[src/rtl/tmds_enc_pkg.sv]
`timescale 1ns/1ps
package tmds_enc_pkg;

   // Chaining operator chosen by the first stage; the value is the symbol bit.
   typedef enum logic {
      CHAIN_XNOR = 1'b0,
      CHAIN_XOR  = 1'b1
   } chain_e;

   // Blanking selector, C1 in bit 1 and C0 in bit 0.
   typedef enum logic [1:0] {
      BLANK_C00 = 2'b00,
      BLANK_C01 = 2'b01,
      BLANK_C10 = 2'b10,
      BLANK_C11 = 2'b11
   } blank_sel_e;

   // Balance counter width: holds +/-2*DW so that intermediate terms fit.
   function automatic int balance_width(input int dw);
      return $clog2(dw) + 2;
   endfunction

endpackage

[src/rtl/tmds_popcount.sv]
`timescale 1ns/1ps
module tmds_popcount #(
   parameter int W    = 8,
   parameter bit TREE = 1'b1,
   localparam int CW  = $clog2(W + 1)
) (
   input  logic [W-1:0]  vec_i,
   output logic [CW-1:0] cnt_o
);

   if (W < 1) begin : g_bad_w
      $error("tmds_popcount: W must be at least 1");
   end

   if (TREE && W >= 4) begin : g_tree
      localparam int LW  = W / 2;
      localparam int HW  = W - LW;
      localparam int LCW = $clog2(LW + 1);
      localparam int HCW = $clog2(HW + 1);

      logic [LCW-1:0] lo_cnt;
      logic [HCW-1:0] hi_cnt;

      tmds_popcount #(.W(LW), .TREE(1'b1)) u_lo (
         .vec_i (vec_i[LW-1:0]),
         .cnt_o (lo_cnt)
      );
      tmds_popcount #(.W(HW), .TREE(1'b1)) u_hi (
         .vec_i (vec_i[W-1:LW]),
         .cnt_o (hi_cnt)
      );

      assign cnt_o = CW'(lo_cnt) + CW'(hi_cnt);
   end else begin : g_flat
      always_comb begin
         cnt_o = '0;
         for (int i = 0; i < W; i++) begin
            cnt_o = cnt_o + CW'(vec_i[i]);
         end
      end
   end

endmodule

[src/rtl/tmds_chain_stage.sv]
`timescale 1ns/1ps
module tmds_chain_stage
   import tmds_enc_pkg::*;
#(
   parameter int DW       = 8,
   parameter bit POP_TREE = 1'b1
) (
   input  logic [DW-1:0] data_i,
   output logic [DW:0]   word_o
);

   localparam int CW   = $clog2(DW + 1);
   localparam int HALF = DW / 2;

   logic [CW-1:0] ones;
   chain_e        mode;
   logic [DW-1:0] chain;

   tmds_popcount #(.W(DW), .TREE(POP_TREE)) u_ones (
      .vec_i (data_i),
      .cnt_o (ones)
   );

   // Heavy bytes (or ties with a clear LSB) take XNOR chaining.
   always_comb begin
      if (ones > CW'(HALF) || (ones == CW'(HALF) && !data_i[0])) begin
         mode = CHAIN_XNOR;
      end else begin
         mode = CHAIN_XOR;
      end
   end

   always_comb begin
      chain[0] = data_i[0];
      for (int i = 1; i < DW; i++) begin
         if (mode == CHAIN_XNOR) begin
            chain[i] = ~(chain[i-1] ^ data_i[i]);
         end else begin
            chain[i] = chain[i-1] ^ data_i[i];
         end
      end
   end

   assign word_o = {logic'(mode), chain};

endmodule

[src/rtl/tmds_balance_stage.sv]
`timescale 1ns/1ps
module tmds_balance_stage #(
   parameter int DW       = 8,
   parameter int CNT_W    = 5,
   parameter bit POP_TREE = 1'b1,
   localparam int SW      = DW + 2
) (
   input  logic [DW:0]              word_i,
   input  logic signed [CNT_W-1:0]  bal_i,
   output logic [SW-1:0]            sym_o,
   output logic signed [CNT_W-1:0]  bal_next_o
);

   localparam int CW = $clog2(DW + 1);
   localparam logic signed [CNT_W-1:0] TWO = CNT_W'(2);

   if (CNT_W < CW + 1) begin : g_bad_cnt
      $error("tmds_balance_stage: CNT_W too narrow for DW");
   end

   logic [CW-1:0]           ones;
   logic signed [CNT_W-1:0] excess;
   logic signed [CNT_W-1:0] delta;
   logic                    xor_mode;
   logic                    invert;

   tmds_popcount #(.W(DW), .TREE(POP_TREE)) u_ones (
      .vec_i (word_i[DW-1:0]),
      .cnt_o (ones)
   );

   // ones - zeros of the chained word; modular arithmetic at CNT_W bits.
   assign excess   = $signed(CNT_W'({ones, 1'b0}) - CNT_W'(DW));
   assign xor_mode = word_i[DW];

   always_comb begin
      if (bal_i == '0 || excess == '0) begin
         invert = ~xor_mode;
         delta  = xor_mode ? excess : -excess;
      end else if (bal_i[CNT_W-1] == excess[CNT_W-1]) begin
         invert = 1'b1;
         delta  = (xor_mode ? TWO : '0) - excess;
      end else begin
         invert = 1'b0;
         delta  = excess - (xor_mode ? '0 : TWO);
      end
   end

   assign sym_o      = {invert, xor_mode,
                        invert ? ~word_i[DW-1:0] : word_i[DW-1:0]};
   assign bal_next_o = bal_i + delta;

endmodule

[src/rtl/tmds_ctrl_table.sv]
`timescale 1ns/1ps
module tmds_ctrl_table
   import tmds_enc_pkg::*;
#(
   parameter int DW  = 8,
   localparam int SW = DW + 2
) (
   input  logic [1:0]    sel_i,
   output logic [SW-1:0] code_o,
   output logic [SW-1:0] idle_o
);

   logic [DW-1:0] base;
   logic [SW-1:0] pat_a;
   logic [SW-1:0] pat_b;

   // Alternating tail with the two lowest bits held low.
   for (genvar i = 0; i < DW; i++) begin : g_base
      if (i >= 2 && (i % 2) == 0) begin : g_one
         assign base[i] = 1'b1;
      end else begin : g_zero
         assign base[i] = 1'b0;
      end
   end

   assign pat_a = {2'b11, base};
   assign pat_b = {2'b01, base};

   always_comb begin
      unique case (blank_sel_e'(sel_i))
         BLANK_C00: code_o = pat_a;
         BLANK_C01: code_o = ~pat_a;
         BLANK_C10: code_o = pat_b;
         BLANK_C11: code_o = ~pat_b;
      endcase
   end

   assign idle_o = pat_a;

endmodule

[src/rtl/tmds_lane_encoder.sv]
`timescale 1ns/1ps
module tmds_lane_encoder
   import tmds_enc_pkg::*;
#(
   parameter int DW       = 8,
   parameter bit POP_TREE = 1'b1
) (
   input  logic          clk_i,
   input  logic          rst_ni,
   input  logic          de_i,
   input  logic [DW-1:0] data_i,
   input  logic [1:0]    ctrl_i,
   output logic [DW+1:0] sym_o
);

   localparam int SW        = DW + 2;
   localparam int CNT_W     = balance_width(DW);
   localparam int MIN_TRANS = DW - 1;

   if (DW < 4 || (DW % 2) != 0) begin : g_bad_dw
      $error("tmds_lane_encoder: DW must be even and at least 4");
   end

   logic [DW:0]             word;
   logic [SW-1:0]           data_sym;
   logic [SW-1:0]           ctrl_sym;
   logic [SW-1:0]           idle_sym;
   logic [SW-1:0]           sym_q;
   logic signed [CNT_W-1:0] bal_q;
   logic signed [CNT_W-1:0] bal_next;

   tmds_chain_stage #(.DW(DW), .POP_TREE(POP_TREE)) u_chain (
      .data_i (data_i),
      .word_o (word)
   );

   tmds_balance_stage #(.DW(DW), .CNT_W(CNT_W), .POP_TREE(POP_TREE)) u_balance (
      .word_i     (word),
      .bal_i      (bal_q),
      .sym_o      (data_sym),
      .bal_next_o (bal_next)
   );

   tmds_ctrl_table #(.DW(DW)) u_ctrl (
      .sel_i  (ctrl_i),
      .code_o (ctrl_sym),
      .idle_o (idle_sym)
   );

   always_ff @(posedge clk_i or negedge rst_ni) begin
      if (!rst_ni) begin
         sym_q <= idle_sym;
         bal_q <= '0;
      end else if (de_i) begin
         sym_q <= data_sym;
         bal_q <= bal_next;
      end else begin
         sym_q <= ctrl_sym;
         bal_q <= '0;
      end
   end

   assign sym_o = sym_q;

   // recovered bit 0 follows the sampled data bit 0
   p_bit0_r2: assert property (@(posedge clk_i) disable iff (!rst_ni)
      ($past(rst_ni) && $past(de_i)) |-> ((sym_o[0] ^ sym_o[SW-1]) == $past(data_i[0])));

   // chaining flag follows the ones count of the sampled byte
   p_mode_r4: assert property (@(posedge clk_i) disable iff (!rst_ni)
      ($past(rst_ni) && $past(de_i)) |->
         (sym_o[DW] == !(($countones($past(data_i)) > DW/2) ||
                         ($countones($past(data_i)) == DW/2 && !$past(data_i[0])))));

   // running balance stays inside +/-DW
   p_bal_bound_r7: assert property (@(posedge clk_i) disable iff (!rst_ni)
      (int'(bal_q) <= DW) && (int'(bal_q) >= -DW));

   // blanking symbol bit 0 carries C0, top bit is the XNOR of C0 and C1
   p_ctrl_bits_r8: assert property (@(posedge clk_i) disable iff (!rst_ni)
      ($past(rst_ni) && !$past(de_i)) |->
         ((sym_o[0] == $past(ctrl_i[0])) &&
          (sym_o[SW-1] == !($past(ctrl_i[0]) ^ $past(ctrl_i[1])))));

   // a blanking cycle leaves the balance at zero
   p_bal_clear_r9: assert property (@(posedge clk_i) disable iff (!rst_ni)
      !de_i |=> (bal_q == '0));

   // blanking symbols are rich in transitions
   p_ctrl_trans_r10: assert property (@(posedge clk_i) disable iff (!rst_ni)
      ($past(rst_ni) && !$past(de_i)) |->
         ($countones(sym_o[SW-1:1] ^ sym_o[SW-2:0]) >= MIN_TRANS));

endmodule

[config.mk]
export PLATFORM = sky130hd
export DESIGN_NAME = tmds_lane_encoder
export DESIGN_NICKNAME = d
export VERILOG_FILES = /design/src/rtl/tmds_enc_pkg.sv /design/src/rtl/tmds_popcount.sv /design/src/rtl/tmds_chain_stage.sv /design/src/rtl/tmds_balance_stage.sv /design/src/rtl/tmds_ctrl_table.sv /design/src/rtl/tmds_lane_encoder.sv
export SDC_FILE = /design/constraint.sdc
export NUM_CORES = 1
export LEC_CHECK = 0
export BUFFER_PORTS_ARGS = -buffer_cell sky130_fd_sc_hd__clkbuf_2
export CAP_MARGIN = 20
export CORE_MARGIN = 2
export CORE_UTILIZATION = 40
export DETAILED_ROUTE_END_ITERATION = 8
export SLEW_MARGIN = 5
export SYNTH_ARGS = -nofsm -noshare
export SYNTH_HDL_FRONTEND = slang
export SYNTH_SLANG_ARGS = --single-unit
[constraint.sdc]
create_clock -name clk_i -period 2.8 [get_ports clk_i]
set_input_delay 0.14 -clock clk_i [delete_from_list [all_inputs] [get_ports clk_i]]
set_output_delay 0.14 -clock clk_i [all_outputs]
set_load 0.03 [all_outputs]
# ---- Word level (Yosys, flattened, before mapping)
# Index checks and enable logic that the tools add are counted.
dict set report totals {
  romBits 0
  ram_bits 0
  register_bits 15
  latch_bits 0
  in_bits 13
  n_memories 0
  wordCells 68
  output_inout_bits 10
}
dict set report classes {
  bitwise 15
  multipliers 0
  n_lt_le_gt_ge 1
  n_eq_ne 5
  addsub 19
  reduce_logical 7
  muxes 19
  shift 0
  n_div 0
}
# cell count
set ops {}
lappend ops {{$pmux W10 S4} 1}
lappend ops {{$mux W5} 4}
lappend ops {{$add A1 B1 Y2} 8}
lappend ops {{$add A2 B2 Y3} 4}
lappend ops {{$logic_not A5 Y1} 2}
lappend ops {{$mux W1} 10}
lappend ops {{$mux W10} 1}
lappend ops {{$sub A5 B5 Y5} 2}
lappend ops {{$add A3 B3 Y4} 2}
lappend ops {{$mux W8} 1}
lappend ops {{$not A8 Y8} 1}
lappend ops {{$not A1 Y1} 7}
lappend ops {{$xor A1 B1 Y1} 7}
lappend ops {{$add A5 B5 Y5} 1}
lappend ops {{$neg A5 Y5} 1}
lappend ops {{$sub A5 B4 Y5 const B} 1}
lappend ops {{$eq A2 B2 Y1 const B} 2}
lappend ops {{$eq A4 B3 Y1 const B} 1}
lappend ops {{$gt A4 B3 Y1 const B} 1}
lappend ops {{$mux W2} 2}
lappend ops {{$eq A2 B1 Y1 const B} 1}
lappend ops {{$logic_not A2 Y1} 1}
lappend ops {{$logic_or A1 B1 Y1} 2}
lappend ops {{$eq A1 B1 Y1} 1}
lappend ops {{other kinds (2)} 2}

# ---- Longest topological paths before layout
# Gate-level depths: netlist of the first run.
dict set report logic_depth {
  word_depth 34
  mapped_depth 30
  depth_no_buf 29
}

# ---- Worst setup path before layout of the first run
# OpenSTA, ideal clock, no wires.
dict set report synth_timing {
  path_kind {input to register}
  startpoint {input port data_i[0]}
  endpoint {register bal_q[4]}
  arrival_ns 7.420
  setup_time_ns 0.079
  setup_slack_ns -4.700
  required_ns 2.721
  path_buffers 1
  path_stages 28
  cell_sequence {inv_1 fa_1 fa_1 fa_1 inv_1 ha_1 fa_1 nor3b_1 o22ai_1 buf_2 xnor2_1 fa_1 fa_1 fa_1 ha_1 inv_1 fa_1 xnor2_1 ha_1 xor2_1 o21ai_0 o21ai_0 ha_1 a21o_1 a21oi_1 xor2_1 or2_2 mux2i_1}
}
dict set report synth_between {
  elab_chain_cells 34
  word_cells_on_any_way 50
  cone_classes {15 x add/sub; 1 x order compare; 2 x eq/ne; 13 x mux; 14 x bitwise; 5 x reduce/logical}
}
# element line
set synth_lines {}
lappend synth_lines {{from (decl)} tmds_lane_encoder.sv:11} ;# input logic [DW-1:0] data_i,
lappend synth_lines {{branches (longest 31 deep; another with $add A3 B3 Y4)} n/a}
lappend synth_lines {{$mux W5 (*)} tmds_balance_stage.sv:37} ;# if (bal_i == '0 || excess == '0) begin
lappend synth_lines {{$add A5 B5 Y5 (*)} tmds_balance_stage.sv:51} ;# assign bal_next_o = bal_i + delta;
lappend synth_lines {{$mux W5 (*)} tmds_lane_encoder.sv:54} ;# end else if (de_i) begin
lappend synth_lines {{to (signal assigned)} tmds_lane_encoder.sv:56} ;# bal_q <= bal_next;
lappend synth_lines {{to (decl)} tmds_lane_encoder.sv:29} ;# logic signed [CNT_W-1:0] bal_q;
# Mark *: on every way between the ends.

# ---- Final worst setup path of the first run
dict set report layout_timing {
  startpoint {input port data_i[3]}
  endpoint {register bal_q[4]}
}
# The elaborated chain is that of the path after synthesis.

==> results.toml, run 1 <==
[run_status]
status = "finished, violations left"
violations = "setup timing"

[global_route]
grt_use_total_pct = 16.26
grt_pass1_wl_um = 5506
grt_max_degree = 16
antenna_found_initial = 0
grt_pass1_vias = 1292
grt_overflow = 0

[synth]
synth-seq-cells = 14
syn_area_um2 = 1521
syn-num-nets = 194
synthCells = 152
syn_area_per_cell_um2 = 10.01
synth_largest_area_cell = "ha_1"
synth-edff-count = 0
synth_area_leaders = "ha_1, dfrtp_1, fa_1, dfstp_2, xnor2_1"
synthFlopType = "dfrtp_1"
synth_top_area_share_pct = 16.45
yosysWarnings = 0
synth-seq-area-share_pct = 23.44
async_flop_share_pct = 100.0
ys_types = 29

[run]
cap_violations = 0

[setup_path]
cp.required_ns = 2.92
startpoint_type = "input port"
path_class = "input port to flip-flop"
path_max_fanout = 5
ff2ff_setup_slack_ns = 0.20
critical-path-top-cell-by-count = "fa_1"
endpoint_kind = "flip-flop"
slowest_stage = "fa_1"
r2r_cells = 9
crit_arrival_ns = 7.25
regToRegEndpoint = "bal_q[4]"
crit_path_max_incr_delay_ns = 0.57
regToRegStartpoint = "bal_q[2]"

[timing]
finalHoldViolations = 0
worst_slack_ns = -4.334
fin_crit_sh_pct = 254.8
slew_viol_final = 0
fin_skew_ns = 0.001288
tns_ns = -51.06
setup_violations = 14
slew_headroom_pct = 46.29
clock.fmax_ghz = 0.1402
fin_crit_ns = 7.134
rsz0062_at_grt = "true"
worstMarginPinSlew_ns = 0.7969

[cells_and_area]
seqCellArea_um2 = 356.6
drive_gt1_share_pct = 51.80
nFillCells = 292
fin_nets = 265
mostFrequentLayoutCell = "buf_4"
diodes = 0
area_delta_synth_final_pct = 51.97
multiInputGateArea_um2 = 1215
final_cell_mix = "buf_4, clkbuf_2, inv_1, ha_1"

[routing]
drtIter0Drc = 35
routedWlPerCell_um = 11.84
dr.pass1.iters = 4
dr_total_vias = 1229
postRouteAntennaNets = 0
via_per_inst = 4.552
routed_wl_um = 3196
route.detailed.drc = 0

[clocking]
clk_latency_ns = 0.24
path_clk_slew_ns = 0.05
cts_htree_levels = 1
cts_buffers = 3
clkSinkCount = 14
cts_tree = "done"
clockBufferDepth = 2
root_buffer = "clkbuf_8"

[placement]
dpl.hpwl_um = 2469
gp_congestion = 0.7402
portBuffers = 22

[floorplanning]
num_rows = 22
start_util_pct = 41.56
dieArea_um2 = 4313
ios = 23
design.core.area_um2 = 3661
die_w_um = 65.68
die_h_um = 65.68

[hold_path]
hold_path_class = "input port to flip-flop"
min_path_cells = 4
min_from = "ctrl_i[1]"
min_to = "sym_o[9]"
==> sequential cells by signal, indices dropped and copies added, names as in the netlist <==
signal and cells:
bal_q 4, sym_o 10
==> per-layer routing <==
layer  track usage (%)  up-vias  share of wire [%]
met2             32.32       20                 56
met4             3.906        0               0.25
li1                  -      631                  -
met3             1.027        2                1.8
met5                 0        -                  0
met1             18.51      576                 42
==> cell families after synthesis <==
| logic type | after synthesis | synth area share (%) |
|---|---|---|
| AO/OA/AOI/OAI | 28 | 11.92 |
| XOR/XNOR | 29 | 20.89 |
| adder cells (fa/ha/maj) | 29 | 28.29 |
| buffers and inverters | 27 | 6.826 |
| flip-flops | 14 | 23.44 |
| multiplexers | 3 | 1.974 |
| AND/OR/NAND/NOR | 22 | 6.663 |
==> cell type report <==
class	instances	area share, %
inverter	22	4.004
sequential	14	15.42
clock buffer	4	1.948
timing repair buffer	71	23.48
multi-input combinational	111	52.54
tap	48	2.597
==> Yosys cell counts, types with 2 or more instances <==
cell and number:
o22ai_1 2, o21ai_0 5, a21o_1 7, dfstp_2 5
mux2i_1 3, ha_1 20, nand2_1 7, buf_2 2
fa_1 9, xnor2_1 13, a21oi_1 10, inv_1 22
dfrtp_1 9, clkbuf_1 3, nor2_1 7, xor2_1 12
nor3_1 3, xnor2_4 2
==> critical path, delay by kind of cell <==
| kind | cells | cell delay (ns) |
|---|---|---|
| multiplexers | 1 | 0.05 |
| XOR/XNOR | 6 | 1.04 |
| adder cells (fa/ha/maj) | 12 | 4.79 |
| buffers and inverters | 5 | 0.34 |
| AO/OA/AOI/OAI | 4 | 0.48 |
| AND/OR/NAND/NOR | 2 | 0.37 |
==> worst max path at each step <==
| stage | slack [ns] | end | depth (start not counted) | from |
|---|---|---|---|---|
| CTS | -4.29 | bal_q[4] | 30 | data_i[3] |
| detailed placement | -4.74 | bal_q[4] | 30 | data_i[0] |
| finish | -4.33 | bal_q[4] | 30 | data_i[3] |
| floorplan | -4.29 | bal_q[4] | 29 | data_i[0] |
| global placement | -4.60 | bal_q[4] | 30 | data_i[0] |
| global route | -4.65 | bal_q[4] | 30 | data_i[3] |
==> metrics by stage <==
| stage | instance area, um^2 | hold slack [ns] | worst slack (ns) | util [%] | cells |
|---|---|---|---|---|---|
| finish | 2312 | 0.2495 | -4.334 | 63.16 | 270 |
| global route | 2312 | 0.2855 | -4.652 | 63.16 | 270 |
| CTS | 2271 | 0.2530 | -4.293 | 62.03 | 271 |
| detailed placement | 2008 | 0.05150 | -4.740 | 54.85 | 250 |
| global placement | 2008 | 0.04083 | -4.599 | 54.85 | 250 |
| floorplan | 1614 | -0.1556 | -4.292 | - | 152 |
==> repair_timing <==
item                                   CTS  global route
buffers inserted                        16             4
pin swaps                               24            12
hold buffers                             1             0
resized for setup                       23            18
endpoints found under the hold margin    9             0
setup endpoints to repair               14            14
Power of run 1 is left out: the tool's default activity adds up to more than one toggle a clock period on the data nets, which glitch-free logic cannot reach.
==> inputs of run 2 (changes only) <==
--- a/config.mk
+++ b/config.mk
@@ -8,8 +8,9 @@
 export BUFFER_PORTS_ARGS = -buffer_cell sky130_fd_sc_hd__clkbuf_2
 export CAP_MARGIN = 20
 export CORE_MARGIN = 2
-export CORE_UTILIZATION = 40
+export CORE_UTILIZATION = 45
 export DETAILED_ROUTE_END_ITERATION = 8
+export PLACE_DENSITY = 0.65
 export SLEW_MARGIN = 5
 export SYNTH_ARGS = -nofsm -noshare
 export SYNTH_HDL_FRONTEND = slang
==> run 2 against run 1 <==
- die area shrank 10%
- worst setup slack better by 0.088 ns
- maximum frequency rose by 1.3%
- cell count down 2.6%
- largest cell class unchanged
- highest routed layer unchanged
- core utilization rose by 7.0 points
- the run still ends with setup timing left
==> results.toml, run 2 (synthesized netlist as in run 1, its figures left out) <==
[run_status]
status = "finished, violations left"
violations = "setup timing"

[timing]
worst_hold_slack_ns = 0.2425
fin_skew_ns = 0.003663
setup_violations = 14
slew_viol_final = 0
worst_slack_ns = -4.245
slew_headroom_pct = 57.20
rsz0062_at_grt = "true"
worstMarginPinSlew_ns = 0.6350
fin_crit_sh_pct = 251.6
fin_crit_ns = 7.045
tns_ns = -49.70
clock.fmax_ghz = 0.1419
finalHoldViolations = 0

[routing]
postRouteAntennaNets = 0
route.detailed.drc = 0
routed_wl_um = 3178
drtIter0Drc = 76
dr.pass1.iters = 4
via_per_inst = 4.684
dr_total_vias = 1232
routedWlPerCell_um = 12.08

[cells_and_area]
final_cell_area_um2 = 2305
drive_gt1_share_pct = 51.15
area_delta_synth_final_pct = 51.48
diodes = 0
fin_nets = 260
largest_reg_flops = 10
mostFrequentLayoutCell = "buf_4"
final_cell_mix = "buf_4, clkbuf_2, inv_1"

[clocking]
clockBufferDepth = 2
root_buffer = "clkbuf_4"
cts_htree_levels = 1
cts_tree = "done"
path_clk_slew_ns = 0.08
clkSinkCount = 14
clk_latency_ns = 0.27
cts_buffers = 3

[setup_path]
crit_arrival_ns = 7.24
path_class = "input port to flip-flop"
crit_path_max_incr_delay_ns = 0.50
path_max_fanout = 5
critical-path-top-cell-by-count = "fa_1"
endpoint_kind = "flip-flop"
r2r_cells = 9
startpoint_type = "input port"
slowest_stage = "fa_1"
cp.required_ns = 3.00

[floorplanning]
die_h_um = 62.15
design.core.area_um2 = 3284
start_util_pct = 46.32
ios = 23
dieArea_um2 = 3862
num_rows = 21
die_w_um = 62.15

[placement]
placed_cell_area_um2 = 1998
dpl.hpwl_um = 2475
gp_congestion = 0.8031
portBuffers = 22

[global_route]
grt_use_total_pct = 17.17
antenna_found_initial = 0
grt_max_degree = 16
grt_pass1_wl_um = 5513
grt_pass1_vias = 1339
grt_overflow = 0

[hold_path]
min_path_cells = 2
hold_path_class = "input port to flip-flop"

[run]
cap_violations = 0
run 2: cell types whose count changed in the layout (fill, tap and decap cells not counted), moves of 2 or more:
cell      delta
clkbuf_8     -3
xnor2_2      +2
a21oi_2      -2
buf_4        -6
clkbuf_4     +3
buf_8        +3
xnor2_1      -3
nor2_2       -2
run 2: cell type report:
class | instances | area, um^2
inverters | 22 | 92.59
well taps | 46 | 57.56
multi-input cells | 111 | 1244
fillers | 235 | 979.7
clock buffers | 4 | 36.28
flip-flops and latches | 14 | 356.6
repair buffers | 66 | 518.0
run 2: path summary, 6_finish.rpt:
check | startpoint | to | slack (ns)
max | data_i[3] | bal_q[4] | -4.25
max reg2reg | bal_q[2] | bal_q[4] | 0.33
min | de_i | sym_o[8] | 0.24
min reg2reg | bal_q[1] | bal_q[1] | 0.69
max in group asynchronous | rst_ni | sym_o[4] | 2.23
min in group asynchronous | rst_ni | sym_o[7] | 0.29
run 2: worst max-delay path: cells and delay by family:
kind / cells / cell delay (ns)
xor+xnor: 6 / 1.01
buf+inv: 4 / 0.20
fa+ha+maj: 12 / 4.76
mux: 1 / 0.12
compound gates: 4 / 0.55
simple gates: 3 / 0.47
run 2: stage by stage:
stage	util [%]	setup slack, ns	instances
2_1_floorplan	-	-4.292	152
4_1_cts	66.86	-4.225	261
3_3_place_gp	60.84	-4.618	247
5_1_grt	70.17	-4.549	263
3_5_place_dp	60.84	-4.855	247
6_report	70.17	-4.245	263
run 2: what timing repair did:
action | 4_1_cts | 5_1_grt
resized for setup | 21 | 20
setup buffers | 9 | 5
gates cloned | 0 | 0
endpoints found under the hold margin | 9 | 0
hold buffers | 1 | 0
setup endpoints to repair | 14 | 14
pin swaps | 20 | 17
run 2: metal layers:
| layer | global-route usage, % | vias to the layer above | share of wire, % |
|---|---|---|---|
| met5 | 0 | - | 0 |
| met4 | 5.278 | 0 | 1.6 |
| met3 | 0.9058 | 6 | 2.9 |
| met2 | 34.51 | 28 | 57 |
| met1 | 19.18 | 581 | 38 |
| li1 | - | 617 | - |
Power of run 2 is left out for the same reason.
==> inputs of run 3 (changes only) <==
==> constraint.sdc (replaced) <==
create_clock -name clk_i -period 7.7 [get_ports clk_i]
set_input_delay 0.385 -clock clk_i [delete_from_list [all_inputs] [get_ports clk_i]]
set_output_delay 0.385 -clock clk_i [all_outputs]
set_load 0.03 [all_outputs]
==> run 3 against run 2 <==
- the run now ends clean
- clock skew about the same
- non-clock buffer count decreased by 32
- die area unchanged
- critical endpoint unchanged
==> results.toml, run 3 (synthesized netlist as in run 1, its figures left out) <==
[floorplanning]
dieArea_um2 = 3862
start_util_pct = 46.32
ios = 23
die_w_um = 62.15
die_h_um = 62.15
num_rows = 21
design.core.area_um2 = 3284

[hold_path]
hold_path_class = "input port to flip-flop"
min_from = "ctrl_i[1]"
min_path_cells = 4
min_to = "sym_o[9]"

[timing]
worstMarginPinSlew_ns = 0.7693
slew_headroom_pct = 48.15
finalHoldViolations = 0
slew_viol_final = 0
clock.fmax_ghz = 0.1341
setup_violations = 0
fin_crit_ns = 7.457
fin_skew_ns = 0.003522
worst_slack_ns = 0.2435
fin_crit_sh_pct = 96.84

[placement]
dpl.cell_count = 225
place_ws_ns = -0.1437
dpl.hpwl_um = 2211
portBuffers = 22
gp_congestion = 0.7736

[clocking]
root_buffer = "clkbuf_4"
clk_latency_ns = 0.27
cts_buffers = 3
cts_tree = "done"
clockBufferDepth = 2
path_clk_slew_ns = 0.08
cts_htree_levels = 1
clkSinkCount = 14

[setup_path]
crit_arrival_ns = 7.66
ff2ff_setup_slack_ns = 4.92
critical-path-top-cell-by-count = "fa_1"
slowest_stage = "fa_1"
crit_path_max_incr_delay_ns = 0.56
regToRegStartpoint = "bal_q[4]"
startpoint_type = "input port"
cp.required_ns = 7.90
path_max_fanout = 5
regToRegEndpoint = "bal_q[4]"
endpoint_kind = "flip-flop"
path_class = "input port to flip-flop"
r2r_cells = 8

[routing]
routedWlPerCell_um = 11.38
dr_total_vias = 1093
postRouteAntennaNets = 0
via_per_inst = 4.732
route.detailed.drc = 0
drtIter0Drc = 37
dr.pass1.iters = 6
routed_wl_um = 2629

[global_route]
antenna_found_initial = 0
grt_max_degree = 16
grt_pass1_wl_um = 4664
grt_overflow = 0
grt_pass1_vias = 1159
grt_use_total_pct = 14.67

[cells_and_area]
instances_no_fill = 231
final_cell_mix = "inv_1, clkbuf_2, ha_1"
area_delta_synth_final_pct = 23.68
diodes = 0
nFillCells = 303
drive_gt1_share_pct = 32.97
fin_nets = 228
seqCellArea_um2 = 356.6
multiInputGateArea_um2 = 1142
largest_reg_flops = 10

[run_status]
status = "completed"

[run]
cap_violations = 0
-- run 3: final cells by class --
cell class / count / share of cell area (%)
tap: 46 / 3.059
timing repair buffer: 34 / 10.97
inverter: 22 / 4.388
clock buffer: 4 / 1.928
sequential: 14 / 18.95
multi-input combinational: 111 / 60.71
-- run 3: what timing repair did --
action,CTS,global route
setup buffers,0,1
endpoints found under the hold margin,9,0
setup endpoints to repair,0,3
hold buffers,1,0
gates resized for setup,0,15
-- run 3: worst max path at each step --
stage / from / to / depth (start not counted)
6_report: data_i[3] / bal_q[4] / 30
5_1_grt: data_i[3] / bal_q[4] / 29
4_1_cts: data_i[0] / bal_q[4] / 29
3_5_place_dp: data_i[0] / bal_q[4] / 29
3_3_place_gp: data_i[0] / bal_q[4] / 31
2_1_floorplan: data_i[0] / bal_q[4] / 29
-- run 3: per-layer routing --
layer / up-vias / global-route usage, % / routed length, um
met2: 21 / 25.95 / 1410
met4: 0 / 5.000 / 23
met3: 2 / 1.812 / 74
met1: 516 / 18.57 / 1121
li1: 554 / - / -
met5: - / 0 / 0
-- run 3: worst max-delay path, delay by kind of cell --
kind                     cells  cell delay, ns
multiplexers                 1            0.13
XOR/XNOR                     6            0.97
buffers and inverters        4            0.26
AO/OA/AOI/OAI                4            0.50
AND/OR/NAND/NOR              3            0.56
adder cells (fa/ha/maj)     12            4.86
-- run 3: per-stage QoR --
step / hold WS, ns / setup TNS [ns] / utilization [%] / instance area, um^2
after global routing: 0.4822 / -0.03741 / 57.30 / 1882
after detailed placement: 0.2915 / -0.2339 / 53.30 / 1750
after global placement: 0.2797 / 0 / 53.30 / 1750
after CTS: 0.4604 / 0 / 54.70 / 1797
final: 0.4702 / 0 / 57.30 / 1882
after floorplan: 0.08941 / 0 / - / 1529
Power of run 3 is left out for the same reason.
